===== src/rtl/adc_pbus_pkg.sv =====
package adc_pbus_pkg;

   typedef enum logic [2:0] {
      ST_IDLE   = 3'd0,
      ST_STROBE = 3'd1,
      ST_WFALL  = 3'd2,
      ST_WRISE  = 3'd3,
      ST_RDHI   = 3'd4,
      ST_RDLO   = 3'd5
   } rd_state_e;

   function automatic int unsigned max2(input int unsigned a, input int unsigned b);
      return (a > b) ? a : b;
   endfunction

endpackage


===== src/rtl/adc_pbus_cnt.sv =====
module adc_pbus_cnt #(
   parameter int unsigned W = 4
) (
   input  logic         clk_i,
   input  logic         rst_ni,
   input  logic         load_i,
   input  logic [W-1:0] load_val_i,
   input  logic         dec_i,
   output logic         zero_o
);

   logic [W-1:0] cnt_q;

   always_ff @(posedge clk_i or negedge rst_ni) begin
      if (!rst_ni) begin
         cnt_q <= '0;
      end else if (load_i) begin
         cnt_q <= load_val_i;
      end else if (dec_i) begin
         cnt_q <= cnt_q - 1'b1;
      end
   end

   assign zero_o = (cnt_q == '0);

   AST_CNT_NO_WRAP: assert property (@(posedge clk_i) disable iff (!rst_ni)
      (dec_i && !load_i) |-> (cnt_q != '0));

endmodule


===== src/rtl/adc_pbus_fmt.sv =====
module adc_pbus_fmt #(
   parameter int unsigned DATA_W         = 16,
   parameter bit          LATCH_AT_START = 1'b1
) (
   input  logic              clk_i,
   input  logic              rst_ni,
   input  logic              latch_i,
   input  logic              conv_fmt_i,
   input  logic              host_fmt_i,
   input  logic [DATA_W-1:0] raw_i,
   output logic [DATA_W-1:0] word_o
);

   localparam int unsigned MSB = DATA_W - 1;

   logic conv_sel;
   logic host_sel;
   logic flip;

   if (LATCH_AT_START) begin : g_latched
      logic conv_q;
      logic host_q;
      always_ff @(posedge clk_i or negedge rst_ni) begin
         if (!rst_ni) begin
            conv_q <= 1'b0;
            host_q <= 1'b0;
         end else if (latch_i) begin
            conv_q <= conv_fmt_i;
            host_q <= host_fmt_i;
         end
      end
      assign conv_sel = conv_q;
      assign host_sel = host_q;
   end else begin : g_live
      assign conv_sel = conv_fmt_i;
      assign host_sel = host_fmt_i;
   end

   assign flip   = conv_sel ^ host_sel;
   assign word_o = {raw_i[MSB] ^ flip, raw_i[MSB-1:0]};

   AST_FMT_MSB_ONLY: assert property (@(posedge clk_i) disable iff (!rst_ni)
      $countones(word_o ^ raw_i) <= 1);

endmodule


===== src/rtl/adc_pbus_ctrl.sv =====
module adc_pbus_ctrl
   import adc_pbus_pkg::*;
#(
   parameter int unsigned DATA_W         = 16,
   parameter int unsigned BUS_W          = 8,
   parameter int unsigned STROBE_LOW     = 4,
   parameter int unsigned SETTLE         = 3,
   parameter int unsigned BUSY_TIMEOUT   = 4096,
   parameter bit          LATCH_AT_START = 1'b1
) (
   input  logic              clk_i,
   input  logic              rst_ni,
   input  logic              start_i,
   input  logic              conv_fmt_i,
   input  logic              host_fmt_i,
   output logic              adc_cs_no,
   output logic              adc_rc_o,
   output logic              adc_byte_o,
   input  logic              adc_busy_i,
   input  logic [BUS_W-1:0]  adc_data_i,
   output logic [DATA_W-1:0] word_o,
   output logic              valid_o,
   output logic              timeout_o
);

   localparam int unsigned PH_MAX = max2(STROBE_LOW, SETTLE);
   localparam int unsigned PH_W   = $clog2(PH_MAX + 1);
   localparam int unsigned TO_W   = $clog2(BUSY_TIMEOUT + 1);
   localparam logic [PH_W-1:0] PH_STROBE = PH_W'(STROBE_LOW - 1);
   localparam logic [PH_W-1:0] PH_SETTLE = PH_W'(SETTLE - 1);
   localparam logic [TO_W-1:0] TO_LOAD   = TO_W'(BUSY_TIMEOUT - 1);

   if (DATA_W != 2 * BUS_W) begin : g_bad_width
      $error("adc_pbus_ctrl: DATA_W must be twice BUS_W");
   end
   if (STROBE_LOW < 2) begin : g_bad_strobe
      $error("adc_pbus_ctrl: STROBE_LOW must be at least 2");
   end
   if (SETTLE < 2) begin : g_bad_settle
      $error("adc_pbus_ctrl: SETTLE must be at least 2");
   end
   if (BUSY_TIMEOUT < 2) begin : g_bad_timeout
      $error("adc_pbus_ctrl: BUSY_TIMEOUT must be at least 2");
   end

   rd_state_e state_q, state_d;

   logic            ph_load, ph_dec, ph_zero;
   logic [PH_W-1:0] ph_val;
   logic            wd_load, wd_dec, wd_zero;
   logic            accept, cap_hi, cap_lo, expire;

   logic [BUS_W-1:0]  hi_q;
   logic [DATA_W-1:0] fmt_word;

   // phase timer: strobe width and byte settle
   adc_pbus_cnt #(.W(PH_W)) u_phase (
      .clk_i      (clk_i),
      .rst_ni     (rst_ni),
      .load_i     (ph_load),
      .load_val_i (ph_val),
      .dec_i      (ph_dec),
      .zero_o     (ph_zero)
   );

   // busy handshake watchdog
   adc_pbus_cnt #(.W(TO_W)) u_wdog (
      .clk_i      (clk_i),
      .rst_ni     (rst_ni),
      .load_i     (wd_load),
      .load_val_i (TO_LOAD),
      .dec_i      (wd_dec),
      .zero_o     (wd_zero)
   );

   adc_pbus_fmt #(
      .DATA_W         (DATA_W),
      .LATCH_AT_START (LATCH_AT_START)
   ) u_fmt (
      .clk_i      (clk_i),
      .rst_ni     (rst_ni),
      .latch_i    (accept),
      .conv_fmt_i (conv_fmt_i),
      .host_fmt_i (host_fmt_i),
      .raw_i      ({hi_q, adc_data_i}),
      .word_o     (fmt_word)
   );

   always_comb begin
      state_d = state_q;
      ph_load = 1'b0;
      ph_val  = PH_SETTLE;
      ph_dec  = 1'b0;
      wd_load = 1'b0;
      wd_dec  = 1'b0;
      accept  = 1'b0;
      cap_hi  = 1'b0;
      cap_lo  = 1'b0;
      expire  = 1'b0;
      unique case (state_q)
         ST_IDLE: begin
            if (start_i) begin
               accept  = 1'b1;
               ph_load = 1'b1;
               ph_val  = PH_STROBE;
               state_d = ST_STROBE;
            end
         end
         ST_STROBE: begin
            if (ph_zero) begin
               wd_load = 1'b1;
               state_d = ST_WFALL;
            end else begin
               ph_dec = 1'b1;
            end
         end
         ST_WFALL: begin
            if (!adc_busy_i) begin
               wd_dec  = !wd_zero;
               state_d = ST_WRISE;
            end else if (wd_zero) begin
               expire  = 1'b1;
               state_d = ST_IDLE;
            end else begin
               wd_dec = 1'b1;
            end
         end
         ST_WRISE: begin
            if (adc_busy_i) begin
               ph_load = 1'b1;
               state_d = ST_RDHI;
            end else if (wd_zero) begin
               expire  = 1'b1;
               state_d = ST_IDLE;
            end else begin
               wd_dec = 1'b1;
            end
         end
         ST_RDHI: begin
            if (ph_zero) begin
               cap_hi  = 1'b1;
               ph_load = 1'b1;
               state_d = ST_RDLO;
            end else begin
               ph_dec = 1'b1;
            end
         end
         ST_RDLO: begin
            if (ph_zero) begin
               cap_lo  = 1'b1;
               state_d = ST_IDLE;
            end else begin
               ph_dec = 1'b1;
            end
         end
         default: state_d = ST_IDLE;
      endcase
   end

   always_ff @(posedge clk_i or negedge rst_ni) begin
      if (!rst_ni) begin
         state_q   <= ST_IDLE;
         hi_q      <= '0;
         word_o    <= '0;
         valid_o   <= 1'b0;
         timeout_o <= 1'b0;
      end else begin
         state_q   <= state_d;
         valid_o   <= cap_lo;
         timeout_o <= expire;
         if (cap_hi) hi_q   <= adc_data_i;
         if (cap_lo) word_o <= fmt_word;
      end
   end

   assign adc_cs_no  = (state_q == ST_IDLE);
   assign adc_rc_o   = !((state_q == ST_STROBE) || (state_q == ST_WFALL) ||
                         (state_q == ST_WRISE));
   assign adc_byte_o = (state_q == ST_RDLO);

   AST_CS_FALL_NEEDS_START: assert property (@(posedge clk_i) disable iff (!rst_ni)
      $fell(adc_cs_no) |-> $past(start_i));
   AST_RC_RISE_AFTER_BUSY: assert property (@(posedge clk_i) disable iff (!rst_ni)
      ($rose(adc_rc_o) && !adc_cs_no) |-> ($past(adc_busy_i) && !adc_byte_o));
   AST_BYTE_HI_FIRST: assert property (@(posedge clk_i) disable iff (!rst_ni)
      $rose(adc_byte_o) |-> $past(!adc_byte_o && adc_rc_o && !adc_cs_no));
   AST_CAPTURE_IN_READ: assert property (@(posedge clk_i) disable iff (!rst_ni)
      (cap_hi || cap_lo) |-> (!adc_cs_no && adc_rc_o));
   AST_VALID_PULSE: assert property (@(posedge clk_i) disable iff (!rst_ni)
      valid_o |=> !valid_o);
   AST_TIMEOUT_PULSE: assert property (@(posedge clk_i) disable iff (!rst_ni)
      timeout_o |=> !timeout_o);
   AST_NO_VALID_AND_TIMEOUT: assert property (@(posedge clk_i) disable iff (!rst_ni)
      !(valid_o && timeout_o));
   AST_TIMEOUT_IDLE: assert property (@(posedge clk_i) disable iff (!rst_ni)
      timeout_o |-> (adc_cs_no && adc_rc_o));

endmodule


===== config.mk =====
export PLATFORM = sky130hd
export DESIGN_NAME = adc_pbus_ctrl
export DESIGN_NICKNAME = d
export VERILOG_FILES = /design/src/rtl/adc_pbus_pkg.sv /design/src/rtl/adc_pbus_cnt.sv /design/src/rtl/adc_pbus_fmt.sv /design/src/rtl/adc_pbus_ctrl.sv
export SDC_FILE = /design/constraint.sdc
export NUM_CORES = 1
export LEC_CHECK = 0
export ABC_AREA = 1
export BUFFER_PORTS_ARGS = -buffer_cell sky130_fd_sc_hd__buf_4
export CORE_ASPECT_RATIO = 1.2
export CORE_MARGIN = 8
export CORE_UTILIZATION = 50
export DETAILED_ROUTE_END_ITERATION = 12
export PLACE_DENSITY_LB_ADDON = 0.1
export SLEW_MARGIN = 25
export SYNTH_ARGS = -nofsm -noshare
export SYNTH_HDL_FRONTEND = slang
export SYNTH_SLANG_ARGS = --single-unit

===== constraint.sdc =====
create_clock -name clk_i -period 1.75 [get_ports clk_i]
set_clock_uncertainty 0.1 [all_clocks]
set_input_delay 0 -clock clk_i [delete_from_list [all_inputs] [get_ports clk_i]]
set_output_delay 0 -clock clk_i [all_outputs]
set_load 0.01 [all_outputs]

==> results <==
- In the layout the commonest cells are sky130_fd_sc_hd__nand2_1, sky130_fd_sc_hd__dfrtp_1, sky130_fd_sc_hd__buf_4.
- In this run the worst setup path begins at u_wdog.cnt_q[0].
- Leaving out fill and tap cells, the most frequent cell in the layout is sky130_fd_sc_hd__nand2_1.
- Setup slack on the critical path of the routed design comes to 0.1427 ns.
- The post-route netlist has 23.55% of its cells at a drive strength greater than 1.
- In this run the post-CTS setup repair buffer count came out at 0.
- The synthesized netlist occupies a cell area of 2320 sq um.
- The achievable clock frequency is 0.6221 GHz.
- From synthesis to final layout, the design area changed by 28.43%.
- The effective utilization at floorplan is 51.24%.
- The floorplan has 27 rows.
- STA puts the critical path data required time at 1.84 ns.
- Once detail routing completed, the nets flagged for antenna violations numbered 0.
- The instance area at placement is 2673 sq um.
- The flow ran to the end, and the final reports show no timing, DRC or antenna violations.
- The synthesized net count is 302.
- In this run the vertical extent of the chip is 90.62 um.
- The worst slack after detailed placement is 0.01849 ns.
- For this run, the total global-route usage over all layers was measured as 15.39%.
- The violation count after the first detailed-routing iteration is 113.
- The slew of the pin with the lowest slew margin is 0.5953 ns.
- The standard cell core area is 4527 sq um.
- Setup violations remaining at the end of the flow were counted as 0.
- The clock sink count is 47.
- The insertion delay to the later sink of the worst-skew pair is 0.30 ns.
- After detailed routing, the number of remaining DRC violations is 0.
- Summed over all layers, the global routing overflow is 0.
- The per-cell via count in the routed design is 4.978.
- Summing internal, switching and leakage power gives 5.153 mW.
- The data arrival time of the worst path is 1.70 ns.
- The total of fill cells in the finished design is 407.
- The first global-routing pass estimated 8.914 mm of wire.
- The total number of yosys warnings is 0.
- Max-cap violations in this run came to 0.
- The number of global-route vias before repair is 1,976.
- The hold violation count in the final report came to 0.
- The sequential cell fraction of total power is 36.8%.
- The clock group share of total power is 18.5%.
- Clock-pin slew was measured on the worst setup and hold paths at 0.09 ns.
- The distinct cell type count of the synthesized netlist is 26.
- The number of antenna violations at the first check in global routing is 0.
- The maximum count of clock buffers along a single path is 2.
- The min-delay analysis places its worst path in the category in -> async.
- Summed over all nets, the switching power comes to 2.077 mW.
- The power density over cell area is 1730 nW/um^2.
- The post-synthesis sequential area ratio is 50.70%.
- The hold slack is 0.1303 ns.
- The total vias in the final route is 2,001.
- The reg-to-reg critical path startpoint is u_wdog.cnt_q[0].
- Headroom to the max-slew limit came out at 60.31%.
- Counting every instance in the synthesized netlist gives 285.
- Of the total power, the share spent switching nets is 40.31%.
- The time the worst path needs with I/O delays and setup is 1.607 ns.
- The pin count of the biggest net entering global routing is 48.
- The max-slew violation count is 0.
- For flop-to-flop paths, the worst setup slack is 0.14 ns.
- The number of H-tree levels is 2.
- The worst setup path is captured at a flop.
- In the finished design, the share of the clock period the worst path needs comes to 91.85%.
- The final instance area is 2979 sq um.
- Synthesis inferred 47 register bits.
- During placement, the flow inserted port buffers numbering 34.
- The leakage dissipation is 1.572 nW.
- The final-layout setup total negative slack is 0 ns.
- Setup repair after global routing left no endpoint under its margin.
- After legalization and detailed placement, the total HPWL measured 3.586 mm.
- The routed design has 5.114 mm of wire.
- The area of the die is 7084 sq um.
- In this run, the combinational gates consume 44.7% of the power.
- The congestion estimate from routability-driven global placement came to 0.7989.
- The average instance in the mapped netlist occupies 8.139 sq um.
- The iteration count of the initial detailed-routing pass is 4.
- VDD sags by at most 937.1 uV.
- Clock tree synthesis selected as its root buffer the cell sky130_fd_sc_hd__clkbuf_8.
- The type of the setup path with the least slack is reg -> reg.
- In this run, CTS created clock tree buffers numbering 5.
- The critical-path maximum fanout is 14.
- Cell internal power was estimated by the tool at 3.076 mW.
- 35 I/O pins were placed.
- The net count of the finished layout is 360.
- TritonCTS built the clock tree.
- After detailed routing, the average wire length per cell comes to 12.72 um.
- The horizontal die dimension is 78.18 um.
- The startpoint type of the worst setup path is a flop.
- The count of antenna diodes in the layout is 0.
==> synthesized netlist by cell type <==
| library cell | instances | area [sq um] |
|---|---|---|
| sky130_fd_sc_hd__nand2_1 | 88 | 330.3 |
| sky130_fd_sc_hd__dfrtp_1 | 47 | 1176 |
| sky130_fd_sc_hd__inv_1 | 30 | 112.6 |
| sky130_fd_sc_hd__nor2_1 | 26 | 97.59 |
| sky130_fd_sc_hd__nand3_1 | 23 | 115.1 |
| sky130_fd_sc_hd__o21ai_0 | 16 | 80.08 |
| sky130_fd_sc_hd__o21ai_1 | 11 | 55.05 |
| sky130_fd_sc_hd__nand4_1 | 5 | 31.28 |
| sky130_fd_sc_hd__nor2_2 | 5 | 31.28 |
| sky130_fd_sc_hd__o21ai_2 | 5 | 43.79 |
| sky130_fd_sc_hd__nand2_2 | 4 | 25.02 |
| sky130_fd_sc_hd__buf_6 | 3 | 33.78 |
| sky130_fd_sc_hd__ha_1 | 3 | 37.54 |
| sky130_fd_sc_hd__inv_2 | 3 | 11.26 |
| sky130_fd_sc_hd__nand2_4 | 3 | 33.78 |
| sky130_fd_sc_hd__nor2_4 | 2 | 22.52 |
| sky130_fd_sc_hd__xnor2_1 | 2 | 17.52 |
| sky130_fd_sc_hd__a21oi_1 | 1 | 5.000 |
| sky130_fd_sc_hd__a21oi_4 | 1 | 16.27 |
| sky130_fd_sc_hd__buf_2 | 1 | 5.000 |
| sky130_fd_sc_hd__clkbuf_1 | 1 | 3.750 |
| sky130_fd_sc_hd__clkinv_1 | 1 | 3.750 |
| sky130_fd_sc_hd__nand3_2 | 1 | 10.01 |
| sky130_fd_sc_hd__nor3_1 | 1 | 5.000 |
| sky130_fd_sc_hd__o21bai_1 | 1 | 7.510 |
| sky130_fd_sc_hd__xor2_1 | 1 | 8.760 |
==> layout make-up <==
cell class | count | area [sq um] | area share (%)
clock buffers | 5 | 68.82 | 2.310
clock inverters | 3 | 67.56 | 2.268
inverters | 34 | 127.6 | 4.284
multi-input cells | 199 | 1013 | 34.02
flip-flops and latches | 47 | 1176 | 39.48
well taps | 58 | 72.57 | 2.436
repair buffers | 56 | 452.9 | 15.20
==> power by group through the flow <==
stage / clock, mW / combinational [mW] / sequential [mW]
detailed placement: 0 / 2.20 / 1.91
floorplan: 0 / 1.47 / 1.90
CTS: 0.966 / 2.24 / 1.89
global placement: 0 / 2.14 / 1.89
global route: 1.01 / 2.63 / 1.95
finish: 0.951 / 2.30 / 1.90
==> registers in the layout (all words and copies together), names as in the netlist <==
name,flops
u_fmt.g_latched.host_q,1
u_fmt.conv_sel,1
hi_q,8
word_o,16
u_wdog.cnt_q,13
u_phase.cnt_q,3
timeout_o,1
valid_o,1
state_q,3
==> logic make-up after synthesis <==
| group | synth area share [%] |
|---|---|
| compound gates | 8.954 |
| xor+xnor | 1.133 |
| fa+ha+maj | 1.618 |
| buf+inv | 7.335 |
| flops | 50.70 |
| simple gates | 30.26 |
==> worst max-delay path: stages (launching register included) <==
cell	delay, ns
sky130_fd_sc_hd__dfrtp_1	0.39
sky130_fd_sc_hd__inv_2	0.09
sky130_fd_sc_hd__ha_1	0.18
sky130_fd_sc_hd__nand2_2	0.10
sky130_fd_sc_hd__nor2_4	0.16
sky130_fd_sc_hd__nand2_4	0.11
sky130_fd_sc_hd__nand2_8	0.10
sky130_fd_sc_hd__nand2_8	0.09
sky130_fd_sc_hd__o21ai_1	0.09
sky130_fd_sc_hd__nand2_1	0.07
==> through the flow <==
step,instances,utilization (%)
floorplan,285,-
global placement,381,59.04
detailed placement,381,59.04
CTS,402,64.93
global route,402,65.81
finish,402,65.81
==> final timing paths <==
path                                    endpoint  depth (start not counted)
worst max-delay path             u_wdog.cnt_q[4]                          9
worst min-delay path            u_wdog.cnt_q[12]                          2
worst max register to register   u_wdog.cnt_q[4]                          9
worst min register to register        word_o[12]                          2
max in group asynchronous             word_o[15]                          2
min in group clk_i                u_fmt.conv_sel                          4
==> per-layer routing <==
layer,global-route usage [%],routed length [um],vias to the layer above
li1,-,-,1013
met1,17.75,2224,945
met2,26.23,2614,33
met3,4.283,192,10
met4,5.573,82,0
met5,0,0,-
==> timing repair <==
| item | in CTS | in global routing |
|---|---|---|
| hold buffers | 13 | 0 |
| endpoints found under the hold margin | 71 | 0 |
| gates resized for setup | 0 | 11 |
| endpoints found under the setup margin | 0 | 14 |
Power figures use the tool's default switching activity.
